==> src/rtl/t1ad_pkg.sv <==
package t1ad_pkg;

  typedef enum logic [1:0] {
    YSRC_BIT2 = 2'd0,
    YSRC_FBIT = 2'd1,
    YSRC_FDL  = 2'd2
  } ysrc_e;

  localparam int          FDL_WBITS   = 16;
  localparam logic [15:0] FDL_YEL_PAT = 16'h00FF;

  function automatic ysrc_e pick_ysrc(input logic esf, input logic fbit_sel);
    if (esf)           return YSRC_FDL;
    else if (fbit_sel) return YSRC_FBIT;
    else               return YSRC_BIT2;
  endfunction

endpackage

==> src/rtl/t1ad_block_vote.sv <==
// Counts hits over fixed blocks of ITEMS samples and decides at block end.
module t1ad_block_vote #(
  parameter int ITEMS   = 256,
  parameter int SET_MIN = 254,
  parameter int CLR_MAX = 253
) (
  input  logic clk,
  input  logic rst_n,
  input  logic item_valid,
  input  logic item_hit,
  output logic status
);
  localparam int CW = $clog2(ITEMS + 1);

  logic [CW-1:0] pos_q;
  logic [CW-1:0] hits_q;
  logic [CW-1:0] hits_now;
  logic          at_end;

  assign at_end   = (pos_q == CW'(ITEMS - 1));
  assign hits_now = hits_q + {{(CW-1){1'b0}}, item_hit};

  always_ff @(posedge clk) begin
    if (!rst_n) begin
      pos_q  <= '0;
      hits_q <= '0;
      status <= 1'b0;
    end else if (item_valid) begin
      if (at_end) begin
        pos_q  <= '0;
        hits_q <= '0;
        if (hits_now >= CW'(SET_MIN))      status <= 1'b1;
        else if (hits_now <= CW'(CLR_MAX)) status <= 1'b0;
      end else begin
        pos_q  <= pos_q + CW'(1);
        hits_q <= hits_now;
      end
    end
  end

  // the decision only moves on the last sample of a block
  a_r3_hold_inside_block: assert property (@(posedge clk) disable iff (!rst_n)
    !(item_valid && at_end) |=> $stable(status));

  a_r2_pos_in_range: assert property (@(posedge clk) disable iff (!rst_n)
    pos_q < CW'(ITEMS));

endmodule

==> src/rtl/t1ad_rlos_det.sv <==
module t1ad_rlos_det #(
  parameter int ZRUN = 192,
  parameter int WIN  = 112,
  parameter int ONES = 14
) (
  input  logic clk,
  input  logic rst_n,
  input  logic acc_i,
  input  logic bit_i,
  output logic alarm_o
);
  localparam int ZW = $clog2(ZRUN + 1);
  localparam int PW = $clog2(WIN + 1);
  localparam int OW = $clog2(ONES + 1);

  logic [ZW-1:0] zrun_q;
  logic [PW-1:0] pos_q, pos_nx;
  logic [OW-1:0] ones_q, ones_nx;
  logic          track_q;
  logic          alarm_q;

  assign pos_nx  = pos_q + PW'(1);
  assign ones_nx = ones_q + {{(OW-1){1'b0}}, bit_i};
  assign alarm_o = alarm_q;

  always_ff @(posedge clk) begin
    if (!rst_n) begin
      zrun_q  <= '0;
      pos_q   <= '0;
      ones_q  <= '0;
      track_q <= 1'b0;
      alarm_q <= 1'b0;
    end else if (acc_i) begin
      if (!bit_i) begin
        if (zrun_q != ZW'(ZRUN)) zrun_q <= zrun_q + ZW'(1);
      end else begin
        zrun_q <= '0;
      end

      if (!alarm_q) begin
        track_q <= 1'b0;
        if (!bit_i && zrun_q == ZW'(ZRUN - 1)) alarm_q <= 1'b1;
      end else if (track_q) begin
        if (ones_nx == OW'(ONES)) begin
          alarm_q <= 1'b0;
          track_q <= 1'b0;
        end else if (pos_nx == PW'(WIN)) begin
          track_q <= 1'b0;
        end else begin
          pos_q  <= pos_nx;
          ones_q <= ones_nx;
        end
      end else if (bit_i) begin
        track_q <= 1'b1;
        pos_q   <= PW'(1);
        ones_q  <= OW'(1);
      end
    end
  end

  // the alarm can only rise on an accepted zero
  a_r4_rise_on_zero: assert property (@(posedge clk) disable iff (!rst_n)
    $rose(alarm_q) |-> $past(acc_i && !bit_i));

  // the alarm can only fall on an accepted one
  a_r5_fall_on_one: assert property (@(posedge clk) disable iff (!rst_n)
    $fell(alarm_q) |-> $past(acc_i && bit_i));

  a_r4_hold_when_idle: assert property (@(posedge clk) disable iff (!rst_n)
    !acc_i |=> $stable(alarm_q));

endmodule

==> src/rtl/t1ad_fdl_word.sv <==
// Gathers marked FDL bits, MSB first, into non-overlapping words.
module t1ad_fdl_word #(
  parameter int WBITS = 16
) (
  input  logic             clk,
  input  logic             rst_n,
  input  logic             take_i,
  input  logic             bit_i,
  output logic             done_o,
  output logic [WBITS-1:0] word_o
);
  localparam int CW = $clog2(WBITS);

  logic [WBITS-1:0] sh_q;
  logic [CW-1:0]    cnt_q;

  assign word_o = {sh_q[WBITS-2:0], bit_i};
  assign done_o = take_i && (cnt_q == CW'(WBITS - 1));

  always_ff @(posedge clk) begin
    if (!rst_n) begin
      sh_q  <= '0;
      cnt_q <= '0;
    end else if (take_i) begin
      sh_q  <= word_o;
      cnt_q <= done_o ? '0 : cnt_q + CW'(1);
    end
  end

  // the count does not move without a marked FDL bit
  a_r9_count_needs_bit: assert property (@(posedge clk) disable iff (!rst_n)
    !take_i |=> $stable(cnt_q));

endmodule

==> src/rtl/t1ad_rai_det.sv <==
module t1ad_rai_det
  import t1ad_pkg::*;
#(
  parameter int B2_ITEMS    = 256,
  parameter int B2_SET_MIN  = 254,
  parameter int FBIT_RUN    = 2,
  parameter int FDL_WORDS   = 16,
  parameter int FDL_CLR_MAX = 14
) (
  input  logic clk,
  input  logic rst_n,
  input  logic acc_i,
  input  logic bit_i,
  input  logic mark_b2_i,
  input  logic mark_f12_i,
  input  logic mark_fdl_i,
  input  logic esf_i,
  input  logic fbit_sel_i,
  output logic rai_o
);
  localparam int RW = $clog2(FBIT_RUN + 1);

  // bit-2 detector
  logic b2_st;
  t1ad_block_vote #(
    .ITEMS  (B2_ITEMS),
    .SET_MIN(B2_SET_MIN),
    .CLR_MAX(B2_SET_MIN - 1)
  ) u_b2 (
    .clk       (clk),
    .rst_n     (rst_n),
    .item_valid(acc_i && mark_b2_i),
    .item_hit  (!bit_i),
    .status    (b2_st)
  );

  // FDL pattern detector
  logic                 w_done;
  logic [FDL_WBITS-1:0] w_data;
  logic                 esf_st;

  t1ad_fdl_word #(.WBITS(FDL_WBITS)) u_word (
    .clk   (clk),
    .rst_n (rst_n),
    .take_i(acc_i && mark_fdl_i),
    .bit_i (bit_i),
    .done_o(w_done),
    .word_o(w_data)
  );

  t1ad_block_vote #(
    .ITEMS  (FDL_WORDS),
    .SET_MIN(FDL_WORDS),
    .CLR_MAX(FDL_CLR_MAX)
  ) u_fdl (
    .clk       (clk),
    .rst_n     (rst_n),
    .item_valid(w_done),
    .item_hit  (w_data == FDL_YEL_PAT),
    .status    (esf_st)
  );

  // 12th-frame F-bit detector: run of equal marked values
  logic          f_take;
  logic [RW-1:0] run_q, run_nx;
  logic          last_q;
  logic          fbit_q;

  assign f_take = acc_i && mark_f12_i;

  always_comb begin
    if (run_q != '0 && bit_i == last_q)
      run_nx = (run_q == RW'(FBIT_RUN)) ? run_q : run_q + RW'(1);
    else
      run_nx = RW'(1);
  end

  always_ff @(posedge clk) begin
    if (!rst_n) begin
      run_q  <= '0;
      last_q <= 1'b0;
      fbit_q <= 1'b0;
    end else if (f_take) begin
      run_q  <= run_nx;
      last_q <= bit_i;
      if (run_nx == RW'(FBIT_RUN)) fbit_q <= bit_i;
    end
  end

  // source select
  ysrc_e sel;
  assign sel = pick_ysrc(esf_i, fbit_sel_i);

  always_comb begin
    case (sel)
      YSRC_FDL:  rai_o = esf_st;
      YSRC_FBIT: rai_o = fbit_q;
      default:   rai_o = b2_st;
    endcase
  end

  // the F-bit state only moves on a marked bit
  a_r8_change_needs_mark: assert property (@(posedge clk) disable iff (!rst_n)
    !f_take |=> $stable(fbit_q));

  // a rise needs this marked one and the previous marked value to be one
  a_r8_rise_after_two_ones: assert property (@(posedge clk) disable iff (!rst_n)
    $rose(fbit_q) |-> $past(bit_i && last_q));

endmodule

==> src/rtl/t1_rx_alarm_det.sv <==
module t1_rx_alarm_det #(
  parameter int AIS_WIN     = 4632,
  parameter int AIS_ZMAX    = 5,
  parameter int RLOS_ZRUN   = 192,
  parameter int RLOS_WIN    = 112,
  parameter int RLOS_ONES   = 14,
  parameter int B2_ITEMS    = 256,
  parameter int B2_SET_MIN  = 254,
  parameter int FBIT_RUN    = 2,
  parameter int FDL_WORDS   = 16,
  parameter int FDL_CLR_MAX = 14
) (
  input  logic clk,
  input  logic rst_n,
  input  logic bit_valid,
  output logic bit_ready,
  input  logic bit_data,
  input  logic mark_b2,
  input  logic mark_f12,
  input  logic mark_fdl,
  input  logic esf_mode,
  input  logic yel_fbit,
  output logic ais_alarm,
  output logic rai_alarm,
  output logic rlos_alarm
);
  // AIS counts ones; "few zeros" equals "many ones"
  localparam int AIS_SET_ONES = AIS_WIN - AIS_ZMAX;
  localparam int AIS_CLR_ONES = AIS_WIN - AIS_ZMAX - 1;

  logic acc;
  assign bit_ready = 1'b1;
  assign acc       = bit_valid;

  t1ad_block_vote #(
    .ITEMS  (AIS_WIN),
    .SET_MIN(AIS_SET_ONES),
    .CLR_MAX(AIS_CLR_ONES)
  ) u_ais (
    .clk       (clk),
    .rst_n     (rst_n),
    .item_valid(acc),
    .item_hit  (bit_data),
    .status    (ais_alarm)
  );

  t1ad_rlos_det #(
    .ZRUN(RLOS_ZRUN),
    .WIN (RLOS_WIN),
    .ONES(RLOS_ONES)
  ) u_rlos (
    .clk    (clk),
    .rst_n  (rst_n),
    .acc_i  (acc),
    .bit_i  (bit_data),
    .alarm_o(rlos_alarm)
  );

  t1ad_rai_det #(
    .B2_ITEMS   (B2_ITEMS),
    .B2_SET_MIN (B2_SET_MIN),
    .FBIT_RUN   (FBIT_RUN),
    .FDL_WORDS  (FDL_WORDS),
    .FDL_CLR_MAX(FDL_CLR_MAX)
  ) u_rai (
    .clk       (clk),
    .rst_n     (rst_n),
    .acc_i     (acc),
    .bit_i     (bit_data),
    .mark_b2_i (mark_b2),
    .mark_f12_i(mark_f12),
    .mark_fdl_i(mark_fdl),
    .esf_i     (esf_mode),
    .fbit_sel_i(yel_fbit),
    .rai_o     (rai_alarm)
  );

  // with no accepted bit, AIS and RLOS status hold
  a_r1_idle_holds: assert property (@(posedge clk) disable iff (!rst_n)
    !bit_valid |=> ($stable(ais_alarm) && $stable(rlos_alarm)));

endmodule

==> config.mk <==
export PLATFORM = sky130hd
export DESIGN_NAME = t1_rx_alarm_det
export DESIGN_NICKNAME = d
export VERILOG_FILES = /design/src/rtl/t1ad_pkg.sv /design/src/rtl/t1ad_block_vote.sv /design/src/rtl/t1ad_rlos_det.sv /design/src/rtl/t1ad_fdl_word.sv /design/src/rtl/t1ad_rai_det.sv /design/src/rtl/t1_rx_alarm_det.sv
export SDC_FILE = /design/constraint.sdc
export NUM_CORES = 1
export LEC_CHECK = 0
export BUFFER_PORTS_ARGS = -buffer_cell sky130_fd_sc_hd__buf_2
export CELL_PAD_IN_SITES_DETAIL_PLACEMENT = 2
export CELL_PAD_IN_SITES_GLOBAL_PLACEMENT = 2
export CORE_MARGIN = 4
export CORE_UTILIZATION = 34
export CTS_CLUSTER_DIAMETER = 50
export DETAILED_ROUTE_END_ITERATION = 8
export GPL_TIMING_DRIVEN = 0
export HOLD_SLACK_MARGIN = 0.08
export PLACE_DENSITY = 0.77
export SLEW_MARGIN = 10
export SYNTH_ARGS = -nofsm -noshare
export SYNTH_HDL_FRONTEND = slang
export SYNTH_SLANG_ARGS = --single-unit
==> constraint.sdc <==
create_clock -name clk -period 1.8 [get_ports clk]
set_input_delay 0.18 -clock clk [delete_from_list [all_inputs] [get_ports clk]]
set_output_delay 0.18 -clock clk [all_outputs]
set_load 0.02 [all_outputs]
==> impl_metrics.py, run 1 <==
metrics = {
    "outcome": {
        "status": "complete, but fails checks",
        "violations": "negative setup slack",
    },
    "power": {
        "leakagePower_nw": 2.14,
        "p_int_mw": 3.31,
        "power_frac_comb_pct": 5.6,
        "switching_share_pct": 24.7,
        "p_seq_share_pct": 51.6,
        "power_frac_clock_pct": 42.8,
        "power.density_nw_per_um2": 708,
        "p_switching_mw": 1.09,
        "max-vdd-ir-drop_uv": 483,
        "finalPower_mw": 4.40,
    },
    "routing": {
        "avgRoutedWirePerCell_um": 18.7,
        "drt_iter0_markers": 136,
        "viasPerCell": 5.42,
        "routed_wl_mm": 15.7,
        "ant_nets": 0,
        "drtPass1Iterations": 4,
        "num_vias": 4526,
        "drc": 0,
    },
    "grt": {
        "grt_max_degree": 17,
        "grt_use_total_pct": 18.8,
        "grt_pass1_wl_mm": 24.7,
        "antenna_found_initial": 0,
        "overflow": 0,
        "grt_pass1_vias": 4948,
    },
    "placed_design": {
        "place_congestion": 0.774,
        "post-place-ws_ns": -0.693,
        "numPortBuffers": 11,
        "place_area_um2": 5310,
        "dpl.cell_count": 799,
        "dp_hpwl_mm": 10.8,
    },
    "sta": {
        "tightestPinTransition_ns": 0.770,
        "rsz0062_at_grt": "true",
        "setup_slack_ns": -0.252,
        "max_freq_ghz": 0.487,
        "holdWs_ns": 0.128,
        "fin_setup_tns_ns": -2.17,
        "drv_slew": 0,
        "fin_skew_ns": 0.00720,
        "layout_min_cycle_time_ns": 2.05,
        "fin_crit_sh_pct": 114,
        "setup_viol": 17,
        "hold_viol": 0,
        "slew_headroom_pct": 48.7,
    },
    "floorplan": {
        "initial_core_util_pct": 35.2,
        "die_x_um": 129,
        "die_y_um": 129,
        "rows": 43,
        "core_area_um2": 14000,
        "ios": 13,
        "die-area_um2": 16500,
    },
    "flow_run": {
        "drv_cap": 0,
    },
    "critical_path": {
        "rr_endpoint": "u_rlos.pos_q[0]",
        "worstPathRequired_ns": 2.06,
        "critPathKind": "reg -> reg",
        "critPathArrivalTime_ns": 2.31,
        "crit_fanout": 7,
        "crit_path_start_kind": "flop",
        "timing.reg2reg.setup_slack_ns": -0.25,
        "startpoint": "u_rlos.ones_q[0]",
        "rr_worst_depth": 8,
        "r2r-start": "u_rlos.ones_q[0]",
        "endpoint_kind": "flop",
    },
    "yosys": {
        "synth_nets": 634,
        "yosysSeqAreaShare_pct": 40.9,
        "synth_ff_type": "dfxtp_1",
        "synth_area_um2": 4950,
        "async_flop_share_pct": 0,
        "netlist.area_leader.share_pct": 40.9,
        "synth_area_leaders": "dfxtp_1 41%, nand2_1 7.1%, a21oi_1 5.6%",
        "synth_warnings": 0,
        "synth-seq-cells": 101,
        "netlist_instances": 608,
        "yosysUniqueCellTypes": 58,
        "synth_edf_count": 0,
        "synth.largest_area_cell": "dfxtp_1",
        "avgSynthCellArea_um2": 8.14,
    },
    "hold_path": {
        "hold_end": "u_rai.last_q",
        "worstHoldStart": "mark_f12",
        "holdPathStages": 3,
        "hold_class": "in -> reg",
    },
    "clock_network": {
        "cts_buffer_depth": 2,
        "cts_tree": "built",
        "h-tree-depth": 3,
        "clock-sinks": 101,
        "holdBufCountCts": 0,
        "clk_latency_ns": 0.36,
        "numCtsBuffers": 9,
        "clkTransAtPathRegs_ns": 0.07,
        "cts_root_buf": "clkbuf_16",
    },
    "cells_and_area": {
        "utilization_pct": 44.3,
        "design_area_um2": 6220,
        "antenna_cells": 0,
        "synthToLayoutAreaGrowth_pct": 25.7,
        "final_layout_size_suffix_gt1_share_pct": 24.3,
        "final_cells": 835,
        "fin_nets": 676,
    },
}
[cell type report]
cell class | count | area [um2]
buffer | 24 | 133
clock buffer | 11 | 243
clock inverter | 5 | 35.0
fill | 1552 | 7830
inverter | 17 | 63.8
multi-input combinational | 465 | 3220
sequential | 101 | 2050
tap | 180 | 225
timing repair buffer | 32 | 253
[cells in the mapped netlist (15+ instances only)]
cell type,number
a21oi_1,55
nand4_1,17
inv_1,15
nand3_1,19
nor2_1,62
ha_1,17
clkbuf_1,19
o21ai_0,17
dfxtp_1,101
xor2_1,24
xnor2_1,20
nand2_1,93
[timing repair]
action	in CTS	in global routing
resized for setup	44	70
endpoints found under the setup margin	70	51
cloned	0	2
hold endpoints to repair	0	0
pin swaps	24	27
setup buffers	15	4
[kinds of logic (layout without fill, tap and decap cells)]
group	after synthesis	in the layout	synth area share [%]
compound gates	117	117	13.7
xor+xnor	44	44	7.79
fa+ha+maj	17	17	4.30
buf+inv	42	89	3.57
flops	101	101	40.9
mux	5	5	1.01
other cells	1	1	0.0758
simple gates	281	281	28.7
[registers in the layout (all words and copies together), names as in the netlist, 7 cells and up]
name               count
u_rai.u_word.sh_q     15
u_ais.hits_q          13
u_ais.pos_q           13
u_rai.u_b2.hits_q      9
u_rai.u_b2.pos_q       9
u_rlos.zrun_q          8
u_rlos.pos_q           7
[per-layer routing]
| metal | vias to the layer above | share of wire, % | track usage [%] | wire length [um] |
|---|---|---|---|---|
| li1 | 2201 | - | - | - |
| met1 | 2269 | 43 | 21.6 | 6800 |
| met2 | 37 | 53 | 34.8 | 8260 |
| met3 | 19 | 2.1 | 4.28 | 322 |
| met4 | 0 | 1.7 | 5.56 | 271 |
| met5 | - | 0 | 0 | 0 |
[worst max-delay path: stages, from the launching register on]
cell and delay [ns]:
dfxtp_2 0.34, ha_4 0.17, ha_4 0.18, xnor2_4 0.16, nor3b_2 0.08, a31o_2 0.27, a41o_4 0.29, or2_4 0.29
o21a_1 0.18
[power groups by stage]
stage | clock, mW | sequential, mW | combinational, mW
floorplan | 0 | 2.32 | 0.136
global placement | 0 | 2.32 | 0.212
detailed placement | 0 | 2.33 | 0.223
CTS | 1.95 | 2.27 | 0.235
global route | 2.03 | 2.28 | 0.277
finish | 1.88 | 2.27 | 0.247
[how the worst max path moves through the flow]
| stage | cells after the start | to |
|---|---|---|
| floorplan | 8 | u_ais.status |
| global placement | 7 | u_ais.hits_q[6] |
| detailed placement | 7 | u_ais.hits_q[6] |
| CTS | 8 | u_rlos.pos_q[0] |
| global route | 8 | u_rlos.ones_q[3] |
| finish | 8 | u_rlos.pos_q[0] |
[cells in the final DEF (no fill, tap or decap), types with 4 or more instances in the layout]
cell        n
inv_1      15
o21ai_2     4
nor2_1     59
nand3_2     5
dfxtp_1    83
dfxtp_2    17
buf_4      16
a21oi_1    42
or2_4       4
o22ai_1     6
and3_1      9
a31oi_1     4
nand2b_1   11
ha_4        6
nor3_1      4
nor4_2      4
ha_1        8
nand3_1    15
buf_2      12
o22ai_2     6
nor3b_1     5
o21ai_0    15
or3_1      11
mux2i_1     5
a21oi_2    12
o211ai_1    4
nand2_1    88
nand4_1    17
clkbuf_16  10
clkbuf_1   15
xor2_1     22
xnor2_1    18
buf_6       8
and2_1     10
(Power assumes the default switching activity.)
==> run 2: changes to the inputs <==
Settings changed: RECOVER_POWER set to 50.
==> run 2 against run 1 <==
Against the previous run: the flow still finishes with violations (negative setup slack); first-iteration DRC count is the same; setup slack is the same; total power is the same; critical path type unchanged; highest routed layer unchanged.
==> impl_metrics.py, run 2 (synthesis results as in run 1) <==
metrics = {
    "cells_and_area": {
        "seqCellArea_um2": 2050,
        "final_cell_mix": "88 x nand2_1, 83 x dfxtp_1, 59 x nor2_1, 42 x a21oi_1, 22 x xor2_1",
        "fin_nets": 676,
        "final_layout_size_suffix_gt1_share_pct": 24.1,
        "synthToLayoutAreaGrowth_pct": 25.6,
        "antenna_cells": 0,
        "num-fill-cells": 1553,
        "largest_reg_flops": 15,
        "multi_input_comb_area_um2": 3220,
        "reg_top3": "u_rai.u_word.sh_q: 15 flops, u_ais.hits_q: 13 flops, u_ais.pos_q: 13 flops",
        "final_common_cell": "nand2_1",
        "regMostFlops": "u_rai.u_word.sh_q",
    },
    "sta": {
        "setup_viol": 17,
        "fin_crit_sh_pct": 114,
        "drv_slew": 0,
        "setup_slack_ns": -0.252,
        "rsz0062_at_grt": "true",
        "tightestPinTransition_ns": 0.770,
        "slew_headroom_pct": 48.7,
        "fin_skew_ns": 0.00720,
        "hold_viol": 0,
        "max_freq_ghz": 0.487,
        "layout_min_cycle_time_ns": 2.05,
        "holdWs_ns": 0.128,
    },
    "clock_network": {
        "holdBufCountCts": 0,
        "cts_buffer_depth": 2,
        "numCtsBuffers": 9,
        "h-tree-depth": 3,
        "cts_tree": "built",
        "cts_root_buf": "clkbuf_16",
        "clkTransAtPathRegs_ns": 0.07,
        "clk_latency_ns": 0.36,
        "clock-sinks": 101,
    },
    "critical_path": {
        "crit_path_start_kind": "flop",
        "critPathArrivalTime_ns": 2.31,
        "timing.reg2reg.setup_slack_ns": -0.25,
        "critical-path-max-stage-delay_ns": 0.34,
        "worstPathRequired_ns": 2.06,
        "crit_fanout": 7,
        "crit_chain": "ha_4 -> ha_4 -> xnor2_4 -> nor3b_2 -> a31o_2 -> a41o_4 -> or2_4 -> o21a_1",
        "endpoint_kind": "flop",
        "path_common_cell": "ha_4",
        "critPathKind": "reg -> reg",
        "crit_path_top_delay_cell": "dfxtp_2",
    },
    "power": {
        "power_frac_comb_pct": 5.6,
        "p_seq_share_pct": 51.6,
        "power_frac_clock_pct": 42.8,
        "power.density_nw_per_um2": 708,
        "p_int_mw": 3.31,
        "switching_share_pct": 24.7,
        "p_switching_mw": 1.09,
        "max-vdd-ir-drop_uv": 483,
        "leakagePower_nw": 2.14,
    },
    "grt": {
        "grt_pass1_wl_mm": 24.7,
        "grt_max_degree": 17,
        "grt_use_total_pct": 18.8,
        "antenna_found_initial": 0,
        "grt_pass1_vias": 4948,
        "overflow": 0,
    },
    "placed_design": {
        "dp_hpwl_mm": 10.8,
        "post-place-ws_ns": -0.693,
        "numPortBuffers": 11,
        "place_congestion": 0.774,
    },
    "routing": {
        "viasPerCell": 5.42,
        "routed_wl_mm": 15.7,
        "drt_iter0_markers": 136,
        "num_vias": 4526,
        "avgRoutedWirePerCell_um": 18.7,
        "ant_nets": 0,
        "drc": 0,
        "drtPass1Iterations": 4,
    },
    "floorplan": {
        "core_area_um2": 14000,
        "rows": 43,
        "ios": 13,
        "die_y_um": 129,
        "die-area_um2": 16500,
        "initial_core_util_pct": 35.2,
        "die_x_um": 129,
    },
    "outcome": {
        "violations": "negative setup slack",
        "status": "complete, but fails checks",
    },
    "hold_path": {
        "hold_class": "in -> reg",
    },
    "flow_run": {
        "drv_cap": 0,
    },
}
run 2: cell count changes in the layout (fill, tap and decap cells not counted):
| cell | before | now |
|---|---|---|
| clkbuf_1 | 15 | 16 |
| buf_2 | 12 | 11 |
run 2: final timing paths:
kind,from,cells past startpoint,to
setup / recovery,u_rlos.ones_q[0],8,u_rlos.pos_q[0]
hold / removal,mark_f12,3,u_rai.last_q
setup reg to reg,u_rlos.ones_q[0],8,u_rlos.pos_q[0]
hold reg to reg,u_rai.u_fdl.hits_q[0],2,u_rai.u_fdl.hits_q[0]
run 2: power by group through the flow:
| stage | logic [mW] | clock network (mW) | registers [mW] |
|---|---|---|---|
| floorplan | 0.136 | 0 | 2.32 |
| global route | 0.277 | 2.03 | 2.28 |
| finish | 0.247 | 1.88 | 2.27 |
| CTS | 0.235 | 1.95 | 2.27 |
| global placement | 0.212 | 0 | 2.32 |
| detailed placement | 0.223 | 0 | 2.33 |
run 2: layout make-up:
class / instances / share of cell area [%]
multi-input cells: 465 / 51.8
clock buffers: 11 / 3.90
plain buffers: 24 / 2.13
inverters: 17 / 1.03
clock inverters: 5 / 0.564
repair buffers: 32 / 4.05
well taps: 180 / 3.62
flip-flops and latches: 101 / 32.9
run 2: layer usage:
layer / up-vias / GRT usage, % / wire length [um]
met5: - / 0 / 0
met4: 0 / 5.56 / 271
met3: 19 / 4.28 / 322
met2: 37 / 34.8 / 8260
met1: 2269 / 21.6 / 6800
li1: 2201 / - / -
run 2: repair_timing:
action | in CTS | in global routing
setup buffers | 15 | 4
cloned | 0 | 2
endpoints found under the setup margin | 70 | 51
resized for setup | 44 | 70
pin swaps | 24 | 27
run 2: worst max-delay path: cells and delay by family, from the launching register on:
family	cells	cell delay (ns)
DFF	1	0.34
AOI/OAI and AO/OA	3	0.74
and+or+nand+nor	2	0.37
adders and majority gates	2	0.35
xor gates and xnor gates	1	0.16
run 2: metrics by stage:
step / std cells / instance area (um2) / total power [mW] / utilization (%) / TNS, ns
finish: 835 / 6220 / 4.40 / 44.3 / -2.17
global placement: 799 / 5310 / 2.53 / 37.8 / -24.58
detailed placement: 799 / 5310 / 2.55 / 37.8 / -28.50
CTS: 830 / 5880 / 4.46 / 41.9 / -1.62
floorplan: 608 / 5030 / 2.46 / - / -0.165
global route: 835 / 6220 / 4.58 / 44.3 / -3.92
==> run 3: changes to the inputs <==
Settings changed: CTS_CLUSTER_DIAMETER 50 to not set, REMOVE_ABC_BUFFERS set to 1.
==> run 3 against run 2 <==
Against the previous run: the run still ends with negative setup slack left; clock-buffer cell count is 2 lower; critical path depth is 2 higher; sequential cell count stayed put; global-route usage is 0.26 points higher; first-iteration DRC count is 13% higher; critical path type unchanged; critical endpoint is now u_rlos.ones_q[0]; largest power group unchanged; highest routed layer unchanged.
==> impl_metrics.py, run 3 (synthesis results as in run 1) <==
metrics = {
    "sta": {
        "max_freq_ghz": 0.490,
        "slew_headroom_pct": 50.3,
        "setup_slack_ns": -0.242,
        "rsz0062_at_grt": "true",
        "tightestPinTransition_ns": 0.745,
        "fin_skew_ns": 0.0125,
        "hold_viol": 0,
        "setup_viol": 18,
        "fin_crit_sh_pct": 113,
        "drv_slew": 0,
        "layout_min_cycle_time_ns": 2.04,
    },
    "grt": {
        "antenna_found_initial": 0,
        "grt_pass1_vias": 4979,
        "overflow": 0,
        "grt_max_degree": 65,
        "grt_pass1_wl_mm": 25.5,
        "grt_use_total_pct": 19.1,
    },
    "cells_and_area": {
        "reg_top3": "u_rai.u_word.sh_q: 15 flops, u_ais.hits_q: 13 flops, u_ais.pos_q: 13 flops",
        "regMostFlops": "u_rai.u_word.sh_q",
        "design_area_um2": 6290,
        "final_cell_mix": "89 x nand2_1, 81 x dfxtp_1, 57 x nor2_1, 42 x a21oi_1, 21 x xor2_1",
        "fin_nets": 661,
        "final_layout_size_suffix_gt1_share_pct": 26.1,
        "antenna_cells": 0,
        "largest_reg_flops": 15,
        "synthToLayoutAreaGrowth_pct": 27.2,
        "final_cells": 820,
        "final_common_cell": "nand2_1",
    },
    "placed_design": {
        "dpl.cell_count": 774,
        "place_area_um2": 5110,
        "post-place-ws_ns": -1.16,
        "numPortBuffers": 11,
        "place_congestion": 0.727,
        "dp_hpwl_mm": 8.64,
    },
    "power": {
        "power_frac_comb_pct": 5.3,
        "p_int_mw": 3.41,
        "p_seq_share_pct": 50.2,
        "leakagePower_nw": 2.11,
        "finalPower_mw": 4.52,
        "power_frac_clock_pct": 44.4,
        "switching_share_pct": 24.5,
        "max-vdd-ir-drop_uv": 435,
        "power.density_nw_per_um2": 719,
        "p_switching_mw": 1.11,
    },
    "clock_network": {
        "cts_buffer_depth": 2,
        "clkTransAtPathRegs_ns": 0.08,
        "clk_latency_ns": 0.36,
        "cts_tree": "built",
        "clock-sinks": 101,
        "numCtsBuffers": 9,
        "h-tree-depth": 3,
        "cts_root_buf": "clkbuf_16",
    },
    "floorplan": {
        "initial_core_util_pct": 35.2,
        "core_area_um2": 14000,
        "die_x_um": 129,
        "die_y_um": 129,
        "die-area_um2": 16500,
        "ios": 13,
        "rows": 43,
    },
    "hold_path": {
        "worstHoldStart": "mark_f12",
        "holdPathStages": 3,
        "hold_end": "u_rai.last_q",
        "hold_class": "in -> reg",
    },
    "flow_run": {
        "drv_cap": 0,
    },
    "routing": {
        "ant_nets": 0,
        "viasPerCell": 5.53,
        "avgRoutedWirePerCell_um": 19.6,
        "drtPass1Iterations": 4,
        "drt_iter0_markers": 154,
        "drc": 0,
        "num_vias": 4532,
        "routed_wl_mm": 16.1,
    },
    "critical_path": {
        "startpoint": "u_rlos.ones_q[0]",
        "rr_worst_depth": 10,
        "rr_endpoint": "u_rlos.ones_q[0]",
        "worstPathRequired_ns": 2.08,
        "crit_fanout": 7,
        "critPathArrivalTime_ns": 2.32,
        "critPathKind": "reg -> reg",
        "timing.reg2reg.setup_slack_ns": -0.24,
        "r2r-start": "u_rlos.ones_q[0]",
        "crit_path_start_kind": "flop",
        "endpoint_kind": "flop",
    },
    "outcome": {
        "violations": "negative setup slack",
        "status": "complete, but fails checks",
    },
}
run 3: cell types whose count changed in the layout (fill, tap and decap cells not counted), sizes merged:
cell / change
clkinvlp: +1
clkbuf: -19
inv: +1
buf: +2
bufinv: +1
clkinv: -1
run 3: how the worst max path moves through the flow:
stage	to	cells past startpoint
3_5_place_dp	u_rai.u_fdl.hits_q[3]	7
3_3_place_gp	u_rai.u_fdl.hits_q[3]	7
5_1_grt	u_rai.u_fdl.hits_q[4]	9
6_report	u_rlos.ones_q[0]	10
2_1_floorplan	u_rlos.pos_q[0]	7
4_1_cts	u_ais.status	8
run 3: worst max-delay path, cell delays in order, from the launching register on:
cell,delay [ns]
dfxtp_4,0.36
ha_4,0.16
ha_4,0.16
xnor2_2,0.15
nor3b_2,0.08
a31o_2,0.25
a41o_4,0.29
buf_6,0.15
buf_6,0.12
nand2b_4,0.06
o311a_1,0.18
run 3: area by class of cell:
class | instances | area [um2]
clock buffer | 9 | 225
clock inverter | 7 | 72.6
sequential | 101 | 2050
fill | 1499 | 7750
multi-input combinational | 465 | 3290
timing repair buffer | 41 | 358
inverter | 17 | 66.3
tap | 180 | 225
run 3: per-layer routing:
metal,vias to the layer above,part of all wire (%),GRT usage [%]
met5,-,0,0
met4,0,1.5,4.69
met2,48,53,35.6
met3,18,2.3,4.03
li1,2170,-,-
met1,2296,43,22.2
run 3: power by group through the flow:
stage	Clock [mW]	Sequential, mW	Combinational, mW
5_1_grt	2.16	2.27	0.268
2_1_floorplan	0	2.32	0.105
3_3_place_gp	0	2.32	0.175
4_1_cts	2.09	2.27	0.215
6_report	2.01	2.27	0.241
3_5_place_dp	0	2.32	0.188
run 3: metrics by stage:
stage	hold WS [ns]	util, %	TNS, ns
after CTS	0.114	42.0	-3.23
after floorplan	0.301	-	-1.68
final	0.134	44.8	-3.09
after detailed placement	0.447	36.4	-32.61
after global routing	0.136	44.8	-5.49
after global placement	0.432	36.4	-25.52
run 3: what timing repair did:
item / CTS / global route
pin swaps: 29 / 32
setup buffers: 23 / 6
hold buffers: 0 / 0
cloned: 0 / 1
gates resized for setup: 74 / 73
endpoints found under the setup margin: 53 / 82
